## src/rtl/srch_rd_pkg.sv

```systemverilog
package srch_rd_pkg;
  typedef enum logic [2:0] {
    PH_IDLE = 3'd0,
    PH_GAP_A,
    PH_GAP_B,
    PH_LEAD,
    PH_DATA,
    PH_TAIL
  } rd_phase_t;

  localparam int POS_IND    = 29;
  localparam int POS_IDX_LO = 26;
  localparam int POS_ID_LO  = 21;
  localparam int POS_TGT_LO = 19;
  localparam int POS_RSV_LO = 14;

  localparam logic [1:0] TGT_DATA = 2'b00;
  localparam logic [1:0] TGT_MASK = 2'b01;
endpackage

```

## src/rtl/srch_seg_regs.sv

```systemverilog
module srch_seg_regs #(
  parameter int SEG_N  = 8,
  parameter int ADDR_W = 14,
  localparam int IDX_W = $clog2(SEG_N)
) (
  input  logic                           clk,
  input  logic                           rst_n,
  input  logic                           wr_en,
  input  logic [IDX_W-1:0]               wr_idx,
  input  logic [ADDR_W-1:0]              wr_data,
  output logic [SEG_N-1:0][ADDR_W-1:0]   seg_q
);
  for (genvar g = 0; g < SEG_N; g++) begin : g_seg
    always_ff @(posedge clk or negedge rst_n) begin
      if (!rst_n)
        seg_q[g] <= '0;
      else if (wr_en && (wr_idx == IDX_W'(g)))
        seg_q[g] <= wr_data;
    end
  end
endmodule

```

## src/rtl/srch_rd_decode.sv

```systemverilog
module srch_rd_decode
  import srch_rd_pkg::*;
#(
  parameter int         DATA_W  = 68,
  parameter int         ADDR_W  = 14,
  parameter int         ID_W    = 5,
  parameter int         SEG_N   = 8,
  parameter logic [1:0] READ_OP = 2'b00,
  localparam int        IDX_W   = $clog2(SEG_N)
) (
  input  logic                         cmd_valid,
  input  logic [2:0]                   cmd,
  input  logic [DATA_W-1:0]            bus_in,
  input  logic [ID_W-1:0]              dev_id,
  input  logic                         last_dev,
  input  logic [SEG_N-1:0][ADDR_W-1:0] seg_q,
  output logic                         hit,
  output logic                         mask_sel,
  output logic [ADDR_W-1:0]            addr
);
  logic [ID_W-1:0]   id_f;
  logic [1:0]        tgt_f;
  logic [IDX_W-1:0]  idx_f;
  logic              ind_f;
  logic [ADDR_W-1:0] seg_v;
  logic              is_read, chosen, tgt_ok;
  logic              unused_rsvd;

  assign id_f  = bus_in[POS_ID_LO +: ID_W];
  assign tgt_f = bus_in[POS_TGT_LO +: 2];
  assign idx_f = bus_in[POS_IDX_LO +: IDX_W];
  assign ind_f = bus_in[POS_IND];
  assign unused_rsvd = ^{bus_in[DATA_W-1:POS_IND+1], bus_in[POS_TGT_LO-1:POS_RSV_LO]};

  assign is_read = cmd_valid && !cmd[2] && (cmd[1:0] == READ_OP);
  assign chosen  = (&id_f) ? last_dev : (id_f == dev_id);
  assign tgt_ok  = (tgt_f == TGT_DATA) || (tgt_f == TGT_MASK);
  assign hit     = is_read && chosen && tgt_ok;
  assign mask_sel = (tgt_f == TGT_MASK);

  always_comb begin
    seg_v = seg_q[idx_f];
    if (ind_f)
      addr = {seg_v[ADDR_W-1:2], seg_v[1:0] | bus_in[1:0]};
    else
      addr = bus_in[ADDR_W-1:0];
  end
endmodule

```

## src/rtl/srch_rd_seq.sv

```systemverilog
module srch_rd_seq
  import srch_rd_pkg::*;
#(
  parameter int DATA_W = 68,
  parameter int ADDR_W = 14
) (
  input  logic              clk,
  input  logic              rst_n,
  input  logic              hit,
  input  logic              hit_mask,
  input  logic [ADDR_W-1:0] hit_addr,
  input  logic [DATA_W-1:0] mem_rdata,
  output logic              idle,
  output logic              mem_rd_en,
  output logic              mem_sel,
  output logic [ADDR_W-1:0] mem_addr,
  output logic [DATA_W-1:0] dq_out,
  output logic              dq_oe,
  output logic              ack_out,
  output logic              ack_oe
);
  rd_phase_t         phase, phase_nx;
  logic [DATA_W-1:0] word_q;

  assign idle = (phase == PH_IDLE);

  always_comb begin
    unique case (phase)
      PH_IDLE:  phase_nx = hit ? PH_GAP_A : PH_IDLE;
      PH_GAP_A: phase_nx = PH_GAP_B;
      PH_GAP_B: phase_nx = PH_LEAD;
      PH_LEAD:  phase_nx = PH_DATA;
      PH_DATA:  phase_nx = PH_TAIL;
      default:  phase_nx = PH_IDLE;
    endcase
  end

  always_ff @(posedge clk or negedge rst_n) begin
    if (!rst_n) begin
      phase    <= PH_IDLE;
      mem_sel  <= 1'b0;
      mem_addr <= '0;
      word_q   <= '0;
    end else begin
      phase <= phase_nx;
      if (idle && hit) begin
        mem_sel  <= hit_mask;
        mem_addr <= hit_addr;
      end
      if (phase == PH_GAP_B)
        word_q <= mem_rdata;
    end
  end

  assign mem_rd_en = (phase == PH_GAP_A);
  assign dq_oe     = (phase == PH_LEAD) || (phase == PH_DATA);
  assign dq_out    = (phase == PH_DATA) ? word_q : '0;
  assign ack_oe    = (phase == PH_LEAD) || (phase == PH_DATA) || (phase == PH_TAIL);
  assign ack_out   = (phase == PH_DATA);
endmodule

```

## src/rtl/srch_rd_resp.sv

```systemverilog
module srch_rd_resp #(
  parameter int         DATA_W  = 68,
  parameter int         ADDR_W  = 14,
  parameter int         ID_W    = 5,
  parameter int         SEG_N   = 8,
  parameter logic [1:0] READ_OP = 2'b00,
  localparam int        IDX_W   = $clog2(SEG_N)
) (
  input  logic              clk,
  input  logic              rst_n,
  input  logic              cmd_valid,
  input  logic [2:0]        cmd,
  input  logic [DATA_W-1:0] bus_in,
  input  logic [ID_W-1:0]   dev_id,
  input  logic              last_dev,
  input  logic              cfg_wr_en,
  input  logic [IDX_W-1:0]  cfg_wr_idx,
  input  logic [ADDR_W-1:0] cfg_wr_data,
  output logic              arr_rd_en,
  output logic              arr_rd_sel,
  output logic [ADDR_W-1:0] arr_rd_addr,
  input  logic [DATA_W-1:0] arr_rd_data,
  output logic [DATA_W-1:0] dq_out,
  output logic              dq_oe,
  output logic              ack_out,
  output logic              ack_oe
);
  logic [SEG_N-1:0][ADDR_W-1:0] seg_q;
  logic                         dec_hit, dec_mask, seq_idle;
  logic [ADDR_W-1:0]            dec_addr;

  srch_seg_regs #(.SEG_N(SEG_N), .ADDR_W(ADDR_W)) u_seg (
    .clk     (clk),
    .rst_n   (rst_n),
    .wr_en   (cfg_wr_en),
    .wr_idx  (cfg_wr_idx),
    .wr_data (cfg_wr_data),
    .seg_q   (seg_q)
  );

  srch_rd_decode #(
    .DATA_W(DATA_W), .ADDR_W(ADDR_W), .ID_W(ID_W), .SEG_N(SEG_N), .READ_OP(READ_OP)
  ) u_dec (
    .cmd_valid (cmd_valid),
    .cmd       (cmd),
    .bus_in    (bus_in),
    .dev_id    (dev_id),
    .last_dev  (last_dev),
    .seg_q     (seg_q),
    .hit       (dec_hit),
    .mask_sel  (dec_mask),
    .addr      (dec_addr)
  );

  srch_rd_seq #(.DATA_W(DATA_W), .ADDR_W(ADDR_W)) u_seq (
    .clk       (clk),
    .rst_n     (rst_n),
    .hit       (dec_hit),
    .hit_mask  (dec_mask),
    .hit_addr  (dec_addr),
    .mem_rdata (arr_rd_data),
    .idle      (seq_idle),
    .mem_rd_en (arr_rd_en),
    .mem_sel   (arr_rd_sel),
    .mem_addr  (arr_rd_addr),
    .dq_out    (dq_out),
    .dq_oe     (dq_oe),
    .ack_out   (ack_out),
    .ack_oe    (ack_oe)
  );

  logic unused_idle;
  assign unused_idle = seq_idle;
endmodule

```

## config.mk

```make
export PLATFORM = sky130hd
export DESIGN_NAME = srch_rd_resp
export DESIGN_NICKNAME = d
export VERILOG_FILES = /design/src/rtl/srch_rd_pkg.sv /design/src/rtl/srch_seg_regs.sv /design/src/rtl/srch_rd_decode.sv /design/src/rtl/srch_rd_seq.sv /design/src/rtl/srch_rd_resp.sv
export SDC_FILE = /design/constraint.sdc
export NUM_CORES = 1
export LEC_CHECK = 0
export BUFFER_PORTS_ARGS = -buffer_cell sky130_fd_sc_hd__buf_2
export CAP_MARGIN = 10
export CORE_ASPECT_RATIO = 0.7
export CORE_MARGIN = 2
export CORE_UTILIZATION = 29
export DETAILED_ROUTE_END_ITERATION = 8
export PLACE_DENSITY = 0.46
export REMOVE_ABC_BUFFERS = 1
export SETUP_SLACK_MARGIN = 0.2
export SYNTH_ARGS = -nofsm -noshare
export SYNTH_HDL_FRONTEND = slang
export SYNTH_SLANG_ARGS = --single-unit
```

## constraint.sdc

```tcl
create_clock -name clk -period 2.3 [get_ports clk]
set_input_delay 0.46 -clock clk [delete_from_list [all_inputs] [get_ports clk]]
set_output_delay 0.46 -clock clk [all_outputs]
set_load 0.005 [all_outputs]
```

==> reports/results.md <==
| Group | Quantity | Value |
|:---|:---|:---|
| setup path | Critical Path End | dq_out[57] |
| clock tree | Number of buffers on the longest clock path | 2 |
| synth | Average footprint of a synthesized cell | 14.8 um2 |
| floorplanning | Core Area | 30200 um2 |
| synth | Dominant combinational cell family by area after synthesis | multiplexers |
| clock tree | CTS tree | yes |
| worst hold path | Number of stages on the worst hold path | 2 |
| synth | Cell Area, Synth | 8960 um2 |
| timing | Final critical delay including setup and external delays | 2.11 ns |
| timing | Rel. slew slack | 70.7% |
| pwr | Static Leakage | 0.00552 uW |
| layout | Fraction of layout cells with a size suffix above 1 | 59.9% |
| global route | Pin count of the biggest net entering global routing | 69 |
| synth | Simple-Gate Fraction of Synth Area | 6.77% |
| drt | Pre-antenna DRT Iters | 4 |
| setup path | Slowest cell on the critical path | dfrtp_2 |
| timing | Fmax | 474 MHz |
| drt | Routed wire length per instance | 19.2 um |
| floorplanning | Number of top-level pins | 253 |
| timing | Worst Max-Slew Pin Slew | 0.440 ns |
| synth | Warnings, synthesis | 0 |
| clock tree | Number of buffers created by CTS | 17 |
| drt | Via count | 5825 |
| setup path | Category of the worst setup path capture point | output pin |
| placement | Number of input and output port buffers inserted | 209 |
| floorplanning | Initial Utilization | 29.6% |
| layout | NumNets Final | 994 |
| timing | Number of endpoints with negative hold slack in the final report | 0 |
| timing | Worst hold slack after final layout | 0.244 ns |
| pwr | Power share of the clock group | 26.3% |
| layout | Core utilization of the finished layout | 37.7% |
| synth | Gate count after technology mapping | 605 |
| setup path | Worst stage delay on the critical path | 0.42 ns |
| drt | Remaining antenna violation count after routing | 0 |
| placement | DP Cell Count | 1210 |
| timing | Setup skew after layout | 0.0205 ns |
| synth | Multiplexer fraction of the synthesized cell area | 32.1% |
| clock tree | Clock slew seen by the registers of the worst setup and hold paths | 0.09 ns |
| setup path | Worst flop-to-flop path startpoint | u_seq.phase[1]$_DFF_PN0_ |
| timing | Worst setup slack after layout | 0.190 ns |
| clock tree | H-tree levels | 4 |
| synth | Unique cell type count in the Yosys netlist | 35 |
| layout | Commonest cells after routing, fill and taps aside | buf_2, dfrtp_1, mux2_2 |
| layout | Commonest non-fill, non-tap cell in the layout | buf_2 |
| floorplanning | Die Y | 151 um |
| setup path | Chain of cells forming the critical path | nor2_4, buf_12, buf_6, clkbuf_16, and3_4, buf_6 |
| global route | Number of antenna violations at the first check in global routing | 2 |
| floorplanning | Number of cell rows | 53 |
| worst hold path | Class of the tightest hold or removal check | in -> reg |
| synth | Fraction of the mapped netlist area in adder cells | 0% |
| synth | Total of flip-flops plus latches after synthesis | 198 |
| synth | Fraction of synthesized cell area in xor and xnor cells | 0.489% |
| timing | Setup repair after global routing missed its margin | yes |
| status | Status | complete, no violations |
| setup path | Required @ worst endpoint | 1.84 ns |
| setup path | Worst setup path startpoint | u_seq.phase[1]$_DFF_PN0_ |
| placement | Placer's final routability congestion estimate | 0.745 |
| placement | Post-detail-place hpwl | 15.5 mm |
| setup path | CP Launch Type | flop |
| setup path | Largest fanout on the critical path | 8 |
| setup path | Most used cell along the critical path | buf_6 |
| pwr | Fraction of power consumed by combinational cells | 30.1% |
| synth | Share of the yosys chip area belonging to registers | 55.3% |
| pwr | Fraction of power consumed by sequential logic | 43.6% |
| floorplanning | Full die area | 32300 um2 |
| drt | Mean number of vias per cell | 4.64 |
| pwr | Max rail drop VDD | 498 uV |
| clock tree | Number of clock sinks | 198 |
| timing | Setup-failing EPs final | 0 |
| setup path | Endpoint of the worst-slack reg-to-reg timing path | u_seq.mem_addr[11]$_DFFE_PN0P_ |
| synth | Area fraction in compound gates after synthesis | 2.14% |
| layout | Number of inserted filler cells in the final layout | 2991 |
| setup path | Setup slack, reg-to-reg | 0.32 ns |
| setup path | Number of cells on the worst reg-to-reg path | 9 |
| pwr | Net switching power figure | 3380 uW |
| setup path | Type of the worst setup path | reg -> out |
| pwr | Power density over the cells | 1020 nW/um2 |
| drt | DRC violation count after routing | 0 |
| global route | Congestion Overflow GR | 0 |
| global route | Global-route total usage across every layer | 15.0% |
| setup path | Arrival time at the worst endpoint | 1.65 ns |
| floorplanning | Die X-Extent | 214 um |
| pwr | Switching share of total power | 29.2% |
| clock tree | Latest clock arrival within the worst-skew pair | 0.44 ns |
| drt | Total wire length | 24.1 mm |
| clock tree | Cell chosen for the clock root | clkbuf_16 |
| timing | Final Cycle Share | 91.7% |
| job | Max-cap viol count | 0 |
| pwr | Cell internal pwr | 8210 uW |
| layout | Area overhead of the layout relative to synthesis | 27.3% |
| timing | Setup TNS | 0 ns |
| timing | Number of pins with negative max-slew slack in the final report | 0 |
| placement | Post-placement worst setup slack | 0.128 ns |
| drt | DRC marker count from the first detailed-route iteration | 295 |
| layout | Post-route non-filler standard cell count | 1255 |
| global route | Via count of the first global-routing pass | 5893 |
| global route | First-pass GRT wire length | 36.7 mm |
==> registers in the layout (all words and copies together) (netlist names) <==
| register | flops |
|---|---|
| u_seq.mem_addr | 14 |
| u_seq.word_q | 68 |
| u_seq.phase | 3 |
| u_seg.seg_q | 112 |
| u_seq.mem_sel | 1 |
==> power by group through the flow <==
stage | clock (uW) | combinational (uW) | sequential (uW)
after global routing | 3310 | 3780 | 5190
after global placement | 0 | 3000 | 5110
final | 3050 | 3500 | 5050
after CTS | 3170 | 3290 | 5050
after detailed placement | 0 | 3030 | 5120
after floorplan | 0 | 1940 | 5000
==> through the flow <==
stage	total power (uW)	cell area, um2
global placement	8100	10600
finish	11600	11400
floorplan	6940	8720
detailed placement	8160	10600
global route	12300	11400
CTS	11500	11300
==> synthesized netlist by cell type <==
master    count  area share [%]
nand2_1       2           0.084
xnor2_1       3            0.29
nor2b_1       1           0.070
a22oi_1      12             1.0
mux4_1        5             1.5
mux4_2       23             5.8
nand4_1       4            0.28
and2_1        1           0.070
buf_2        16            0.89
a221o_1       2            0.22
a21o_1        1           0.084
nand4b_1      3            0.29
inv_1        13            0.54
nor4_1        1           0.070
xor2_1        2            0.20
or2_2         1           0.070
clkbuf_1     19            0.80
mux2_2      184              23
nand2b_1      3            0.21
mux2_1        2            0.25
nand3_1       1           0.056
dfrtp_1     198              55
o21ai_0       9            0.50
buf_1         2           0.084
nor3_2        1            0.11
nor3_1        2            0.11
and3_1       69             4.8
buf_6         3            0.38
o21ai_1       4            0.22
nor2_1        2           0.084
buf_12        2            0.45
nor3b_1       2            0.17
nor3b_2       2            0.28
mux2_4        9             1.5
a311oi_1      1           0.098
==> cell families after synthesis <==
kind of cell,count (synthesis)
AOI/OAI and AO/OA,29
xor gates and xnor gates,5
DFF,198
and+or+nand+nor,95
muxes,223
buffers and inverters,55
==> cell type report <==
cell class | instances | area, um2 | area share [%]
well taps | 412 | 515 | 4.52
flip-flops and latches | 198 | 4960 | 43.5
inverters | 13 | 48.8 | 0.428
multi-input cells | 352 | 3750 | 32.9
repair buffers | 246 | 1540 | 13.5
clock buffers | 19 | 453 | 3.97
clock inverters | 13 | 134 | 1.17
diodes | 2 | 5.00 | 0.0439
==> repair_timing <==
item / CTS / global route
hold buffers: 1 / 0
endpoints found under the hold margin: 43 / 0
cloned: 2 / 2
pin swaps: 0 / 1
setup endpoints to repair: 53 / 68
resized for setup: 3 / 6
buffers inserted: 3 / 3
==> routing by layer <==
metal,global-route usage [%],up-vias,part of all wire (%)
met5,0,-,0
met4,4.27,0,1.0
met3,2.85,12,3.1
met2,23.4,90,47
met1,21.2,3043,49
li1,-,2680,-
==> worst min-delay path by stage <==
stage                    startpoint                            to
floorplan                     rst_n    u_seg.seg_q[0]$_DFFE_PN0P_
global placement              rst_n  u_seq.word_q[42]$_DFFE_PN0N_
detailed placement            rst_n  u_seq.word_q[42]$_DFFE_PN0N_
CTS                 arr_rd_data[38]  u_seq.word_q[38]$_DFFE_PN0N_
global route         arr_rd_data[6]   u_seq.word_q[6]$_DFFE_PN0N_
finish              arr_rd_data[17]  u_seq.word_q[17]$_DFFE_PN0N_
==> worst max-delay path: cells and delay by family, from the launching register on <==
kind	cells	cell delay [ns]
buffers and inverters	4	0.49
DFF	1	0.42
and+or+nand+nor	2	0.31
(Power assumes the default switching activity.)
